**src/rtl/maj_pkg.sv**
```systemverilog
// Package maj_pkg
// Shared sizing helpers for the majority-vote tree.
// Assumes the input width is at least 2.
package maj_pkg;

    // Number of adder levels between the padded leaves and the root.
    function automatic int tree_levels(input int n_bits);
        return $clog2(n_bits);
    endfunction

    // Width of the binary count: enough bits for n_bits, plus one guard bit.
    function automatic int count_width(input int n_bits);
        return $clog2(n_bits + 1) + 1;
    endfunction

    // Default threshold: strict majority means the count must exceed this.
    function automatic int half_floor(input int n_bits);
        return n_bits / 2;
    endfunction

endpackage

```
**src/rtl/rdx_csa.sv**
```systemverilog
// Module rdx_csa
// A row of W full adders with no carry chain. It reduces three W-bit addends
// to a sum row and a carry row, so that x + y + z == s + 2*cy (mod 2^W).
// The carry of the top column would weigh 2^W, so it is not produced.
// Assumes W >= 2.
module rdx_csa #(
    parameter int W = 4
) (
    input  logic [W-1:0] x,
    input  logic [W-1:0] y,
    input  logic [W-1:0] z,
    output logic [W-1:0] s,
    output logic [W-2:0] cy
);

    // Per-column parity and majority, with no dependence between columns.
    always_comb begin
        s  = x ^ y ^ z;
        cy = (x[W-2:0] & y[W-2:0]) | (x[W-2:0] & z[W-2:0]) | (y[W-2:0] & z[W-2:0]);
    end

endmodule

```
**src/rtl/rdx_node.sv**
```systemverilog
// Module rdx_node
// One interior node of the tree. It adds two redundant numbers of W-1 digits
// and yields a redundant number of W digits. A number is held as a pair
// (lo, hi) whose value is lo + 2*hi, so digit i = lo[i] + 2*hi[i], in 0..3.
// Two carry-save rows reduce the four binary addends to two, which keeps the
// node depth constant. The result is exact modulo 2^W. The tree keeps each
// subtree count below 2^W, so this is enough.
// Assumes W >= 3 (the bottom level uses rdx_leaf_pair instead).
module rdx_node #(
    parameter int W = 3
) (
    input  logic [W-2:0] a_lo,
    input  logic [W-3:0] a_hi,
    input  logic [W-2:0] b_lo,
    input  logic [W-3:0] b_hi,
    output logic [W-1:0] sum_lo,
    output logic [W-2:0] sum_hi
);

    logic [W-1:0] ax_lo, bx_lo, ax_hi2, bx_hi2;
    logic [W-1:0] s1, s1_cy2;
    logic [W-2:0] c1;

    // Align all four addends to W columns (hi rows carry weight 2).
    always_comb begin
        ax_lo  = {1'b0, a_lo};
        bx_lo  = {1'b0, b_lo};
        ax_hi2 = {1'b0, a_hi, 1'b0};
        bx_hi2 = {1'b0, b_hi, 1'b0};
    end

    rdx_csa #(.W(W)) u_row1 (
        .x  (ax_lo),
        .y  (bx_lo),
        .z  (ax_hi2),
        .s  (s1),
        .cy (c1)
    );

    // Shift the first carry row into its weight before the second reduction.
    always_comb s1_cy2 = {c1, 1'b0};

    rdx_csa #(.W(W)) u_row2 (
        .x  (s1),
        .y  (s1_cy2),
        .z  (bx_hi2),
        .s  (sum_lo),
        .cy (sum_hi)
    );

endmodule

```
**src/rtl/rdx_leaf_pair.sv**
```systemverilog
// Module rdx_leaf_pair
// Bottom tree level: it adds two single input bits. The result is a two-digit
// redundant number whose low row holds the parity and whose high row holds
// the pair carry. Assumes one-bit inputs.
module rdx_leaf_pair (
    input  logic       a,
    input  logic       b,
    output logic [1:0] sum_lo,
    output logic [0:0] sum_hi
);

    // Half adder expressed in the (lo, hi) form used across the tree.
    always_comb begin
        sum_lo = {1'b0, a ^ b};
        sum_hi = a & b;
    end

endmodule

```
**src/rtl/rdx_tree.sv**
```systemverilog
// Module rdx_tree
// A balanced tree that counts the set bits of in_bits. The input is padded
// with zeros to 2^LV leaves. Level lv holds 2^(LV-lv) redundant numbers of
// lv+1 digits. The root delivers the count in (lo, hi) form, with value
// root_lo + 2*root_hi. Assumes N_BITS >= 2.
module rdx_tree
    import maj_pkg::*;
#(
    parameter int N_BITS = 32,
    localparam int LV = tree_levels(N_BITS),
    localparam int LEAVES = 1 << LV
) (
    input  logic [N_BITS-1:0] in_bits,
    output logic [LV:0]       root_lo,
    output logic [LV-1:0]     root_hi
);

    for (genvar lv = 0; lv <= LV; lv++) begin : g_lvl
        localparam int CNT = LEAVES >> lv;
        if (lv == 0) begin : g_body
            logic lo [CNT];
            // Leaves: real inputs, then zero padding up to a power of two.
            for (genvar k = 0; k < CNT; k++) begin : g_leaf
                if (k < N_BITS) begin : g_real
                    always_comb lo[k] = in_bits[k];
                end else begin : g_pad
                    always_comb lo[k] = 1'b0;
                end
            end
        end else begin : g_body
            logic [lv:0]   lo [CNT];
            logic [lv-1:0] hi [CNT];
            for (genvar k = 0; k < CNT; k++) begin : g_add
                if (lv == 1) begin : g_pair
                    rdx_leaf_pair u_pair (
                        .a      (g_lvl[0].g_body.lo[2*k]),
                        .b      (g_lvl[0].g_body.lo[2*k+1]),
                        .sum_lo (lo[k]),
                        .sum_hi (hi[k])
                    );
                end else begin : g_node
                    rdx_node #(.W(lv+1)) u_node (
                        .a_lo   (g_lvl[lv-1].g_body.lo[2*k]),
                        .a_hi   (g_lvl[lv-1].g_body.hi[2*k]),
                        .b_lo   (g_lvl[lv-1].g_body.lo[2*k+1]),
                        .b_hi   (g_lvl[lv-1].g_body.hi[2*k+1]),
                        .sum_lo (lo[k]),
                        .sum_hi (hi[k])
                    );
                end
            end
        end
    end

    // The root node drives the tree outputs.
    always_comb begin
        root_lo = g_lvl[LV].g_body.lo[0];
        root_hi = g_lvl[LV].g_body.hi[0];
    end

endmodule

```
**src/rtl/rdx_to_bin.sv**
```systemverilog
// Module rdx_to_bin
// Single conversion at the root: sum over digits of d_i * 2^i, computed as
// lo + 2*hi with one carry-propagate adder of CW bits.
// Assumes CW >= DW (the count width already includes a guard bit).
module rdx_to_bin #(
    parameter int DW = 6,
    parameter int CW = 7
) (
    input  logic [DW-1:0] dig_lo,
    input  logic [DW-2:0] dig_hi,
    output logic [CW-1:0] count
);

    logic [CW-1:0] lo_x, hi_x;

    // Zero-extend both rows, then do the one ordinary addition.
    always_comb begin
        lo_x  = CW'(dig_lo);
        hi_x  = CW'({dig_hi, 1'b0});
        count = lo_x + hi_x;
    end

endmodule

```
**src/rtl/maj_tree_vote.sv**
```systemverilog
// Module maj_tree_vote
// Top level: registered strict-majority vote over N_BITS inputs.
// The count of set bits comes from a redundant-digit adder tree and is
// converted to binary once at the root. It is then compared against THRESH
// (by default N_BITS/2 rounded down). A strobed word yields its verdict after
// one clock edge; without a strobe the verdict holds.
// Assumes N_BITS >= 2 and 0 <= THRESH.
module maj_tree_vote
    import maj_pkg::*;
#(
    parameter int N_BITS = 32,
    parameter int THRESH = half_floor(N_BITS)
) (
    input  logic              clk,
    input  logic              rst_n,
    input  logic              in_valid,
    input  logic [N_BITS-1:0] in_bits,
    output logic              maj_valid,
    output logic              maj_out
);

    localparam int LV = tree_levels(N_BITS);
    localparam int CW = count_width(N_BITS);

    logic [LV:0]   root_lo;
    logic [LV-1:0] root_hi;
    logic [CW-1:0] ones_cnt;
    logic          above;

    rdx_tree #(.N_BITS(N_BITS)) u_tree (
        .in_bits (in_bits),
        .root_lo (root_lo),
        .root_hi (root_hi)
    );

    rdx_to_bin #(.DW(LV+1), .CW(CW)) u_conv (
        .dig_lo (root_lo),
        .dig_hi (root_hi),
        .count  (ones_cnt)
    );

    // Threshold compare on the binary count.
    always_comb above = (int'(ones_cnt) > THRESH);

    // Verdict register: cleared by reset, loaded only on a strobe.
    always_ff @(posedge clk) begin
        if (!rst_n) begin
            maj_valid <= 1'b0;
            maj_out   <= 1'b0;
        end else begin
            maj_valid <= in_valid;
            if (in_valid) begin
                maj_out <= above;
            end
        end
    end

    // The count recovered at the root cannot exceed the number of inputs.
    assert_count_in_range_R1: assert property (@(posedge clk) disable iff (!rst_n)
        in_valid |-> (int'(ones_cnt) <= N_BITS));

    assert_valid_follows_R4: assert property (@(posedge clk) disable iff (!rst_n)
        in_valid |=> maj_valid);

    assert_valid_drops_R4: assert property (@(posedge clk) disable iff (!rst_n)
        !in_valid |=> !maj_valid);

    assert_hold_when_idle_R5: assert property (@(posedge clk) disable iff (!rst_n)
        !in_valid |=> $stable(maj_out));

    assert_zero_word_R3: assert property (@(posedge clk) disable iff (!rst_n)
        (in_valid && in_bits == '0) |=> !maj_out);

    if (THRESH < N_BITS) begin : g_ones_chk
        assert_ones_word_R3: assert property (@(posedge clk) disable iff (!rst_n)
            (in_valid && (&in_bits)) |=> maj_out);
    end

    assert_reset_clears_R6: assert property (@(posedge clk)
        !rst_n |=> (!maj_out && !maj_valid));

endmodule

```
**config.mk**
```make
export PLATFORM = sky130hd
export DESIGN_NAME = maj_tree_vote
export DESIGN_NICKNAME = d
export VERILOG_FILES = /design/src/rtl/maj_pkg.sv /design/src/rtl/rdx_csa.sv /design/src/rtl/rdx_node.sv /design/src/rtl/rdx_leaf_pair.sv /design/src/rtl/rdx_tree.sv /design/src/rtl/rdx_to_bin.sv /design/src/rtl/maj_tree_vote.sv
export SDC_FILE = /design/constraint.sdc
export NUM_CORES = 1
export LEC_CHECK = 0
export ABC_AREA = 0
export BUFFER_PORTS_ARGS = -buffer_cell sky130_fd_sc_hd__buf_2
export CORE_MARGIN = 2
export CORE_UTILIZATION = 28
export DETAILED_ROUTE_END_ITERATION = 6
export GPL_TIMING_DRIVEN = 0
export PLACE_DENSITY = 0.5
export SLEW_MARGIN = 0
export SYNTH_ARGS = -nofsm -noshare
export SYNTH_HDL_FRONTEND = slang
export SYNTH_HIERARCHICAL = 1
export SYNTH_SLANG_ARGS = --single-unit
export TNS_END_PERCENT = 30
```
**constraint.sdc**
```tcl
create_clock -name clk -period 6.45 [get_ports clk]
set_input_delay 0.9675 -clock clk [delete_from_list [all_inputs] [get_ports clk]]
set_output_delay 0.9675 -clock clk [all_outputs]
set_load 0.02 [all_outputs]
```
Word-level counts from Yosys, hierarchy flattened
Index checks and enable logic that the tools add are counted.
- order comparisons: 1
- add/subtract/negate cells: 1
- bitwise logic cells: 242
- operators by type and width (kind ; count):
    AND 3 bit ; 24
    bitwise OR 2 bit ; 32
    AND 2 bit ; 24
    AND 4 bit ; 12
    bitwise OR 3 bit ; 16
    bitwise XOR 3 x 2 -> 3 bit ; 16
    bitwise XOR 3 bit ; 12
    AND 1 x 2 -> 2 bit ; 16
    bitwise OR 4 bit ; 8
    bitwise XOR 4 x 3 -> 4 bit ; 8
    AND 5 bit ; 6
    AND 1 bit ; 24
    bitwise XOR 1 bit ; 24
    bitwise XOR 4 bit ; 6
    bitwise OR 5 bit ; 4
    bitwise XOR 5 x 4 -> 5 bit ; 4
    bitwise XOR 5 bit ; 3
    bitwise XOR 6 x 5 -> 6 bit ; 2
    adder 6 x 6 -> 7 bit ; 1
    > comparator 7 x 5 -> 1 bit (second input constant) ; 1
    bitwise XOR 6 bit ; 1
- output and inout port bits: 2
- input port bits: 35
- word-level logic and storage cells: 246
- flip-flop bits (word level): 2

Longest topological paths before layout
Gate-level depths: netlist of run 1.
- word-level depth: 27
- depth in mapped cells: 16
- depth with buffers taken out: 16

By module
The synthesis of run 1 kept the hierarchy.
- by module, submodules not included (module ; cells an instance ; area each (um^2) ; instances ; sequential area each (um^2)):
    rdx_csa (u_tree.g_lvl[2].g_body.g_add[0].g_node.u_node.u_row1 ...) ; 3 ; 63.8 ; 16 ; 0.0
    rdx_csa (u_tree.g_lvl[3].g_body.g_add[0].g_node.u_node.u_row1 ...) ; 4 ; 83.8 ; 8 ; 0.0
    rdx_csa (u_tree.g_lvl[4].g_body.g_add[0].g_node.u_node.u_row1 ...) ; 5 ; 103.8 ; 4 ; 0.0
    rdx_leaf_pair ; 3 ; 23.8 ; 16 ; 0.0
    rdx_csa (u_tree.g_lvl[5].g_body.g_add[0].g_node.u_node.u_row1 ...) ; 6 ; 123.9 ; 2 ; 0.0
    rdx_to_bin ; 18 ; 170.2 ; 1 ; 0.0
    maj_tree_vote ; 7 ; 77.6 ; 1 ; 40.0
    rdx_node ; 1 ; 3.8 ; 15 ; 0.0

Least setup slack after synthesis of run 1
Ideal clock, no wire load.
- kind: in2reg
- from: input in_bits[30]
- to: register maj_out
- setup time: 0.074 ns
- buffers on the path: 0
- data required time: 6.376 ns
- path slack: 0.113 ns
- data arrival time: 6.263 ns
- cell stages on the path: 15
- cells stage by stage: ha_1 -> fa_1 -> fa_1 -> fa_1 -> fa_1 -> fa_1 -> fa_1 -> fa_1 -> fa_1 -> fa_1 -> a21o_1 -> a21oi_2 -> xnor2_1 -> nor2_1 -> a31oi_1
- RTL lines (what ; RTL line ; RTL):
    start, declared ; maj_tree_vote.sv:17 ; input logic [N_BITS-1:0] in_bits,
    end signal, assigned ; maj_tree_vote.sv:53 ; maj_out <= above;
    end, declared ; maj_tree_vote.sv:19 ; output logic maj_out

==> impl_metrics.json, run 1 <==
{
  "outcome": "finished, final reports clean",
  "vias": 1549,
  "period_minus_slack_ps": 6290,
  "die_area_mm2": 0.0117,
  "maxCapViolCount": 0,
  "fmax_ghz": 0.159,
  "cts_tree": "done",
  "fill_cells": 1066,
  "setup_slack_ps": 158,
  "synth_cell_type_count": 19,
  "whs_ps": 558,
  "fin_setup_tns_ps": 0,
  "hpwlAfterDp_um": 3630,
  "postRouteAntennaNets": 0,
  "io_buffers": 36,
  "diodes": 0,
  "timing.rr.start": "maj_out",
  "grt_pass1_wl_um": 6960,
  "period_share_pct": 97.6,
  "ios": 37,
  "layout_common_cells": "conb_1 (121), fa_1 (70), buf_2 (36), xor3_1 (30), ha_1 (21)",
  "synth_area_mm2": 0.00304,
  "crit_arrival_ps": 6370,
  "numCtsBuffers": 3,
  "antenna_found_initial": 0,
  "synth_top_cell_by_area": "fa_1",
  "drive_gt1_share_pct": 22.1,
  "finClkSkew_ps": 0,
  "stdcell_area_mm2": 0.00381,
  "first_pass_iters": 2,
  "ys_ff_latch": 2,
  "endpoint": "maj_out",
  "worstRegToRegCells": 2,
  "initialDrtViolationCount": 15,
  "grt.total_usage_pct": 7.25,
  "hp-class": "reg -> reg",
  "nets": 471,
  "cts.clk_slew.worst_paths_ps": 30,
  "area_growth_pct": 25.5,
  "cts.sinks": 2,
  "grt_pass1_vias": 1717,
  "gp_congestion": 0.695,
  "final_common_cell": "conb_1",
  "grt_overflow": 0,
  "ys_warn_count": 6,
  "worstSetupEndpointType": "flip-flop",
  "routedWlPerCell_um": 7.39,
  "syn_avg_cell_area_um2": 15.2,
  "worstPathRequired_ps": 6530,
  "r2r-end": "maj_out",
  "via_per_inst": 3.30,
  "synth_area_leaders": "fa_1 (55%), xor3_1 (23%), ha_1 (8.6%)",
  "start_util_pct": 28.4,
  "dp_slack_ps": -301,
  "fp-row-count": 38,
  "crit_start": "in_bits[10]",
  "htreeDepth": 1,
  "cts.path.max_buffers": 2,
  "die_w_um": 108,
  "coreArea_mm2": 0.0107,
  "crit_type": "in -> reg",
  "hold_violations": 0,
  "cts_root_buf": "clkbuf_8",
  "dpl-instance-area_mm2": 0.00373,
  "insertion_delay_ps": 210,
  "start_kind": "primary input",
  "finalSetupViolCount": 0,
  "synth.top_cell.area_share_pct": 54.7,
  "crit_fanout": 2,
  "synth_seq_area_share_pct": 1.32,
  "rrSetupSlack_ps": 5800,
  "routed_wl_um": 3480,
  "drc": 0,
  "syn_inst": 200,
  "slew_viol_final": 0,
  "die_y_um": 108,
  "hold_buffers": 0,
  "grt_start_max_net_pins": 5
}
[metrics by stage]
stage          std cells  util [%]
6_report             470      35.6
5_1_grt              470      35.6
4_1_cts              469      35.3
3_5_place_dp         466      34.9
3_3_place_gp         466      34.9
2_1_floorplan        290         -
[critical path, cell delays in order]
cell	delay [ps]
buf_2	100
ha_1	300
fa_1	460
fa_2	580
fa_2	430
fa_1	480
fa_2	590
fa_1	440
fa_2	410
fa_1	530
fa_2	360
a21o_1	180
a21oi_2	150
xnor2_1	70
nor2_1	200
a31oi_1	110
[registers in the layout (all words and copies together), names as in the netlist]
register / flops
maj_out: 1
maj_valid: 1
[Yosys cell counts]
master,n
a21o_1,1
xor3_1,30
xnor2_1,2
o21ai_0,1
ha_1,21
o211ai_1,1
nor2_1,3
a21oi_2,1
a21oi_1,1
a31oi_1,1
fa_1,83
and2_1,1
o21ai_2,1
dfxtp_1,2
o41ai_2,1
a211o_1,1
xor2_1,1
buf_4,17
conb_1,31
[timing repair]
action	in CTS	in global routing
setup buffers	0	1
endpoints found under the hold margin	0	0
pin swaps	10	20
setup endpoints to repair	1	1
resized for setup	1	12
[layer usage]
layer | track usage (%) | share of wire (%) | wire length, um | vias to the layer above
met2 | 13.0 | 56 | 1950 | 15
met3 | 0.542 | 2.0 | 71 | 0
met1 | 10.1 | 42 | 1460 | 778
li1 | - | - | - | 756
met5 | 0 | 0 | 0 | -
met4 | 0.275 | 0 | 0 | 0
[layout make-up]
cell class	instances	area, um2	area share [%]
clock buffer	3	41.3	1.08
sequential	2	40.0	1.05
tap	140	175	4.59
timing repair buffer	37	188	4.92
buffer	17	128	3.35
multi-input combinational	271	3240	85.0
[worst min-delay path by stage]
stage | cells after the start | startpoint | slack, ps | to
2_1_floorplan | 2 | maj_out | 610 | maj_out
3_3_place_gp | 2 | maj_out | 540 | maj_out
3_5_place_dp | 2 | maj_out | 560 | maj_out
4_1_cts | 2 | maj_out | 560 | maj_out
5_1_grt | 2 | maj_out | 600 | maj_out
6_report | 2 | maj_out | 560 | maj_out
[logic make-up after synthesis]
logic type | count (synthesis) | share of synthesized area, %
buffers and inverters | 17 | 4.20
DFF | 2 | 1.32
xor gates and xnor gates | 33 | 24.3
AOI/OAI and AO/OA | 9 | 2.43
adders and majority gates | 104 | 63.3
and+or+nand+nor | 4 | 0.576
other | 31 | 3.83
Power of run 1 is left out: the tool's default activity adds up to more than one toggle a clock period on the data nets, which glitch-free logic cannot reach.
==> run 2, diff against run 1 <==
--- a/config.mk
+++ b/config.mk
@@ -7,11 +7,12 @@
 export LEC_CHECK = 0
 export ABC_AREA = 0
 export BUFFER_PORTS_ARGS = -buffer_cell sky130_fd_sc_hd__buf_2
-export CORE_MARGIN = 2
+export CORE_MARGIN = 5
 export CORE_UTILIZATION = 28
 export DETAILED_ROUTE_END_ITERATION = 6
 export GPL_TIMING_DRIVEN = 0
 export PLACE_DENSITY = 0.5
+export REMOVE_ABC_BUFFERS = 1
 export SLEW_MARGIN = 0
 export SYNTH_ARGS = -nofsm -noshare
 export SYNTH_HDL_FRONTEND = slang
==> impl_metrics.json, run 2 (same netlist as run 1, synthesis figures left out) <==
{
  "period_share_pct": 96.6,
  "final_cells": 453,
  "grt_start_max_net_pins": 5,
  "fmax_ghz": 0.161,
  "finClkSkew_ps": 0,
  "slew_viol_final": 0,
  "routedWlPerCell_um": 7.89,
  "path_depth": 16,
  "crit_fanout": 2,
  "htreeDepth": 1,
  "fp-row-count": 38,
  "insertion_delay_ps": 210,
  "maxCapViolCount": 0,
  "crit_chain": "buf_2 -> ha_1 -> fa_1 -> fa_1 -> fa_2 -> fa_1 -> fa_2 -> fa_1 -> fa_2 -> fa_1 -> fa_2 -> a21o_1 -> a21oi_2 -> xnor2_1 -> nor2_1 -> a31oi_1",
  "ios": 37,
  "start_kind": "primary input",
  "dpl-instance-area_mm2": 0.00360,
  "whs_ps": 551,
  "hpwlAfterDp_um": 3650,
  "die_w_um": 114,
  "grt_overflow": 0,
  "start_util_pct": 28.3,
  "outcome": "finished, final reports clean",
  "worstPathRequired_ps": 6530,
  "gp_congestion": 0.681,
  "first_pass_iters": 2,
  "finalSetupViolCount": 0,
  "worstSetupEndpointType": "flip-flop",
  "stdcell_area_mm2": 0.00369,
  "final_common_cell": "conb_1",
  "routed_wl_um": 3580,
  "use_met2_pct": 13.1,
  "numCtsBuffers": 3,
  "crit_type": "in -> reg",
  "cts_tree": "done",
  "grt.total_usage_pct": 6.77,
  "placed_cells": 449,
  "via_per_inst": 3.35,
  "fill_cells": 1106,
  "coreArea_mm2": 0.0107,
  "drc": 0,
  "top_usage_layer": "met2",
  "nets": 454,
  "layout_common_cells": "conb_1 (121), fa_1 (68), buf_2 (36), xor3_1 (30), ha_1 (21)",
  "cts.sinks": 2,
  "period_minus_slack_ps": 6230,
  "largestRegisters": "maj_out: 1 flops, maj_valid: 1 flops",
  "hold_violations": 0,
  "cpPeakStageDelay_ps": 580,
  "cts.path.max_buffers": 2,
  "die_y_um": 114,
  "vias": 1516,
  "gr-usage-met3_pct": 0.634,
  "cp_top_family": "adder cells",
  "initialDrtViolationCount": 7,
  "drive_gt1_share_pct": 18.5,
  "crit_path_frequent_cell": "fa_1",
  "area_growth_pct": 21.4,
  "hp-class": "reg -> reg",
  "cp_num_buf_inv": 1,
  "postRouteAntennaNets": 0,
  "rsz0062_at_grt": "false",
  "crit_slowest_cell": "fa_1",
  "cts.clk_slew.worst_paths_ps": 30,
  "crit_arrival_ps": 6310,
  "grt_util_met1_pct": 8.36,
  "die_area_mm2": 0.0130,
  "diodes": 0,
  "holdPathStages": 2,
  "worstRegToRegCells": 2,
  "hold_buffers": 0,
  "antenna_found_initial": 0,
  "grt_pass1_vias": 1852,
  "grt_pass1_wl_um": 7270,
  "io_buffers": 36,
  "cts_root_buf": "clkbuf_8"
}
==> run 2: changes by cell type in the layout (fill, tap and decap cells not counted) <==
cell	delta
buf_4	-17
fa_1	-2
fa_2	+2
==> run 2: final timing paths <==
| path | start | end | slack (ps) |
|---|---|---|---|
| worst max-delay path | in_bits[28] | maj_out | 220 |
| worst min-delay path | maj_out | maj_out | 550 |
| worst max register to register | maj_out | maj_out | 5810 |
| worst min register to register | maj_out | maj_out | 550 |
==> run 2: layer usage <==
metal	routed length, um	share of wire [%]	up-vias
met5	0	0	-
met4	10	0.28	0
met3	67	1.9	2
met2	2140	60	14
met1	1350	38	778
li1	-	-	722
==> run 2: cell type report <==
cell class                 count  area (um2)  area share (%)
timing repair buffer          37         188            5.08
multi-input combinational    271        3250            88.0
tap                          140         175            4.75
clock buffer                   3        41.3            1.12
sequential                     2        40.0            1.08
==> run 2: timing repair <==
action / in CTS / in global routing
gates resized for setup: 1 / 14
setup endpoints to repair: 1 / 1
buffers inserted: 1 / 0
gates cloned: 0 / 0
pin swaps: 7 / 28
endpoints found under the hold margin: 0 / 0
==> run 2: stage by stage <==
stage          setup WS, ps  util [%]  setup TNS, ps
2_1_floorplan           113         -              0
3_3_place_gp           -229      33.5           -229
3_5_place_dp           -257      33.5           -257
4_1_cts                16.6      34.0              0
5_1_grt                22.7      34.4              0
6_report                220      34.4              0
==> run 2: worst register-to-register path, delay by kind of cell (launching register included) <==
kind / cells / cell delay (ps)
flip-flops: 1 / 300
AO/OA/AOI/OAI: 2 / 210
Power of run 2 is left out for the same reason.
==> run 3, diff against run 2 <==
--- a/config.mk
+++ b/config.mk
@@ -11,11 +11,9 @@
 export CORE_UTILIZATION = 28
 export DETAILED_ROUTE_END_ITERATION = 6
 export GPL_TIMING_DRIVEN = 0
-export PLACE_DENSITY = 0.5
 export REMOVE_ABC_BUFFERS = 1
 export SLEW_MARGIN = 0
 export SYNTH_ARGS = -nofsm -noshare
 export SYNTH_HDL_FRONTEND = slang
-export SYNTH_HIERARCHICAL = 1
 export SYNTH_SLANG_ARGS = --single-unit
 export TNS_END_PERCENT = 30
==> impl_metrics.json, run 3 <==
{
  "p_leak_nw": 1.09,
  "crit_arrival_ps": 6330,
  "worstPathRequired_ps": 6530,
  "insertion_delay_ps": 210,
  "yosysMostFrequentCell": "inv_1",
  "start_kind": "primary input",
  "syn_inst": 157,
  "drc": 0,
  "ys_ff_latch": 2,
  "cpPeakStageDelay_ps": 570,
  "period_share_pct": 96.9,
  "setup_slack_ps": 200,
  "worst_pin_slew_ps": 202,
  "cts.sinks": 2,
  "first_pass_iters": 4,
  "initialDrtViolationCount": 11,
  "p_comb_share_pct": 92.4,
  "power_switching_w": 0.000423,
  "via_per_inst": 3.91,
  "period_minus_slack_ps": 6250,
  "outcome": "finished, final reports clean",
  "synth_area_leaders": "fa_1 (40%), ha_1 (38%), inv_1 (15%)",
  "cts.path.max_buffers": 2,
  "top_usage_layer": "met2",
  "nets": 314,
  "htreeDepth": 1,
  "synth_seq_area_share_pct": 2.52,
  "layout_common_cells": "inv_1 (64), ha_1 (40), buf_2 (36), fa_1 (32), ha_2 (5)",
  "die_w_um": 85.3,
  "synth_ff_type": "dfxtp_1",
  "vias": 1051,
  "numCtsBuffers": 3,
  "r2r-end": "maj_out",
  "rrSetupSlack_ps": 5810,
  "p_per_area_mw_per_mm2": 440,
  "area_growth_pct": 23.7,
  "synth_area_mm2": 0.00159,
  "power_w": 0.000864,
  "maxCapViolCount": 0,
  "largestRegisters": "maj_out: 1 flops, maj_valid: 1 flops",
  "crit_slowest_cell": "fa_1",
  "routedWlPerCell_um": 8.31,
  "gp_congestion": 0.686,
  "timing.rr.start": "maj_out",
  "postRouteAntennaNets": 0,
  "ios": 37,
  "fmax_ghz": 0.160,
  "routed_wl_um": 2240,
  "swShare_pct": 49.0,
  "hold_violations": 0,
  "grt_pass1_vias": 1083,
  "endpoint": "maj_out",
  "cts_tree": "done",
  "hp-class": "reg -> reg",
  "die_y_um": 85.3,
  "ys_async_sr_fraction_pct": 0,
  "diodes": 0,
  "start_util_pct": 28.9,
  "cts.clk_slew.worst_paths_ps": 30,
  "crit_chain": "buf_2 -> ha_1 -> ha_1 -> inv_1 -> fa_1 -> inv_1 -> ha_1 -> fa_1 -> inv_1 -> fa_1 -> fa_1 -> fa_1 -> fa_1 -> inv_1 -> ha_2 -> inv_1 -> fa_1 -> or4b_4 -> a21oi_2 -> a31oi_1",
  "finClkSkew_ps": 0,
  "finalSetupViolCount": 0,
  "grt.total_usage_pct": 6.65,
  "slew_viol_final": 0,
  "ys_warn_count": 0,
  "synth_commonest_cells": "inv_1 (65), ha_1 (48), fa_1 (32), o21ai_0 (3)",
  "grt_start_max_net_pins": 4,
  "worstSetupEndpointType": "flip-flop",
  "coreArea_mm2": 0.00551,
  "hold_buffers": 0,
  "clockPowerShare_pct": 5.6,
  "grt_util_met1_pct": 9.32,
  "crit_type": "in -> reg",
  "grt_overflow": 0,
  "fin_setup_tns_ps": 0,
  "crit_path_frequent_cell": "fa_1",
  "synth_cell_type_count": 11,
  "gr-usage-met3_pct": 1.26,
  "syn_avg_cell_area_um2": 10.1,
  "power_frac_seq_pct": 1.9,
  "hpwlAfterDp_um": 2170,
  "p_int_w": 0.000441,
  "placed_cells": 265,
  "synth.top_cell.area_share_pct": 40.3,
  "ir_worst_vdd_uv": 345,
  "use_met2_pct": 10.9,
  "worstRegToRegCells": 2,
  "grt_pass1_wl_um": 4170,
  "drive_gt1_share_pct": 25.9,
  "crit_start": "in_bits[14]",
  "synth-edff-count": 0,
  "die_area_mm2": 0.00728,
  "synth_top_cell_by_area": "fa_1",
  "dp_slack_ps": -171,
  "crit_fanout": 2,
  "slew_headroom_pct": 86.4,
  "final_common_cell": "inv_1",
  "final_cells": 269,
  "antenna_found_initial": 0,
  "fp-row-count": 27,
  "cts_root_buf": "clkbuf_8",
  "io_buffers": 36
}
[run 3: changes by cell type after synthesis, sizes merged, moves of 3 or more]
cell / delta
buf: -17
conb: -31
fa: -51
ha: +27
inv: +65
nor2: -3
xor3: -30
[run 3: logic make-up after synthesis]
kind of cell,after synthesis,share of synthesized area [%]
adders and majority gates,80,78.1
buffers and inverters,65,15.4
AOI/OAI and AO/OA,6,1.97
and+or+nand+nor,3,1.50
DFF,2,2.52
xor gates and xnor gates,1,0.551
[run 3: worst min path at each step]
| stage | from | endpoint | slack [ps] | depth (start not counted) |
|---|---|---|---|---|
| final | maj_out | maj_out | 560 | 2 |
| after global placement | maj_out | maj_out | 540 | 2 |
| after detailed placement | maj_out | maj_out | 540 | 2 |
| after floorplan | maj_out | maj_out | 610 | 2 |
| after global routing | maj_out | maj_out | 560 | 2 |
| after CTS | maj_out | maj_out | 550 | 2 |
[run 3: routing by layer]
layer	vias up	part of all wire, %
met2	19	51
met5	-	0
met3	0	5.5
li1	529	-
met1	503	44
met4	0	0
[run 3: power by group through the flow]
| stage | registers [W] | clock network (W) | logic [W] |
|---|---|---|---|
| CTS | 0.0000167 | 0.0000501 | 0.000720 |
| detailed placement | 0.0000168 | 0 | 0.000713 |
| global placement | 0.0000167 | 0 | 0.000696 |
| global route | 0.0000167 | 0.0000530 | 0.000968 |
| floorplan | 0.0000199 | 0 | 0.000553 |
| finish | 0.0000167 | 0.0000485 | 0.000799 |
[run 3: per-stage QoR]
stage	utilization, %	hold WS, ps	cell area (um2)
final	35.7	555	1970
after global routing	35.7	564	1970
after CTS	34.5	554	1900
after detailed placement	33.8	544	1860
after global placement	33.8	537	1860
after floorplan	-	605	1590
[run 3: what timing repair did]
item	in CTS	in global routing
buffers inserted	0	1
setup endpoints to repair	0	1
resized for setup	0	11
[run 3: worst max-delay path, delay by kind of cell]
family                     cells  cell delay [ps]
adders and majority gates     11             4280
and+or+nand+nor                1              470
buffers and inverters          6              370
AOI/OAI and AO/OA              2              250
[run 3: area by class of cell]
cell class                      instances  area (um2)
Sequential cell                         2        40.0
Clock buffer                            3        41.3
Multi-Input combinational cell         90        1360
Fill cell                             562        3540
Inverter                               65         244
Timing Repair Buffer                   37         188
Tap cell                               72        90.1
Power figures use the tool's default switching activity.
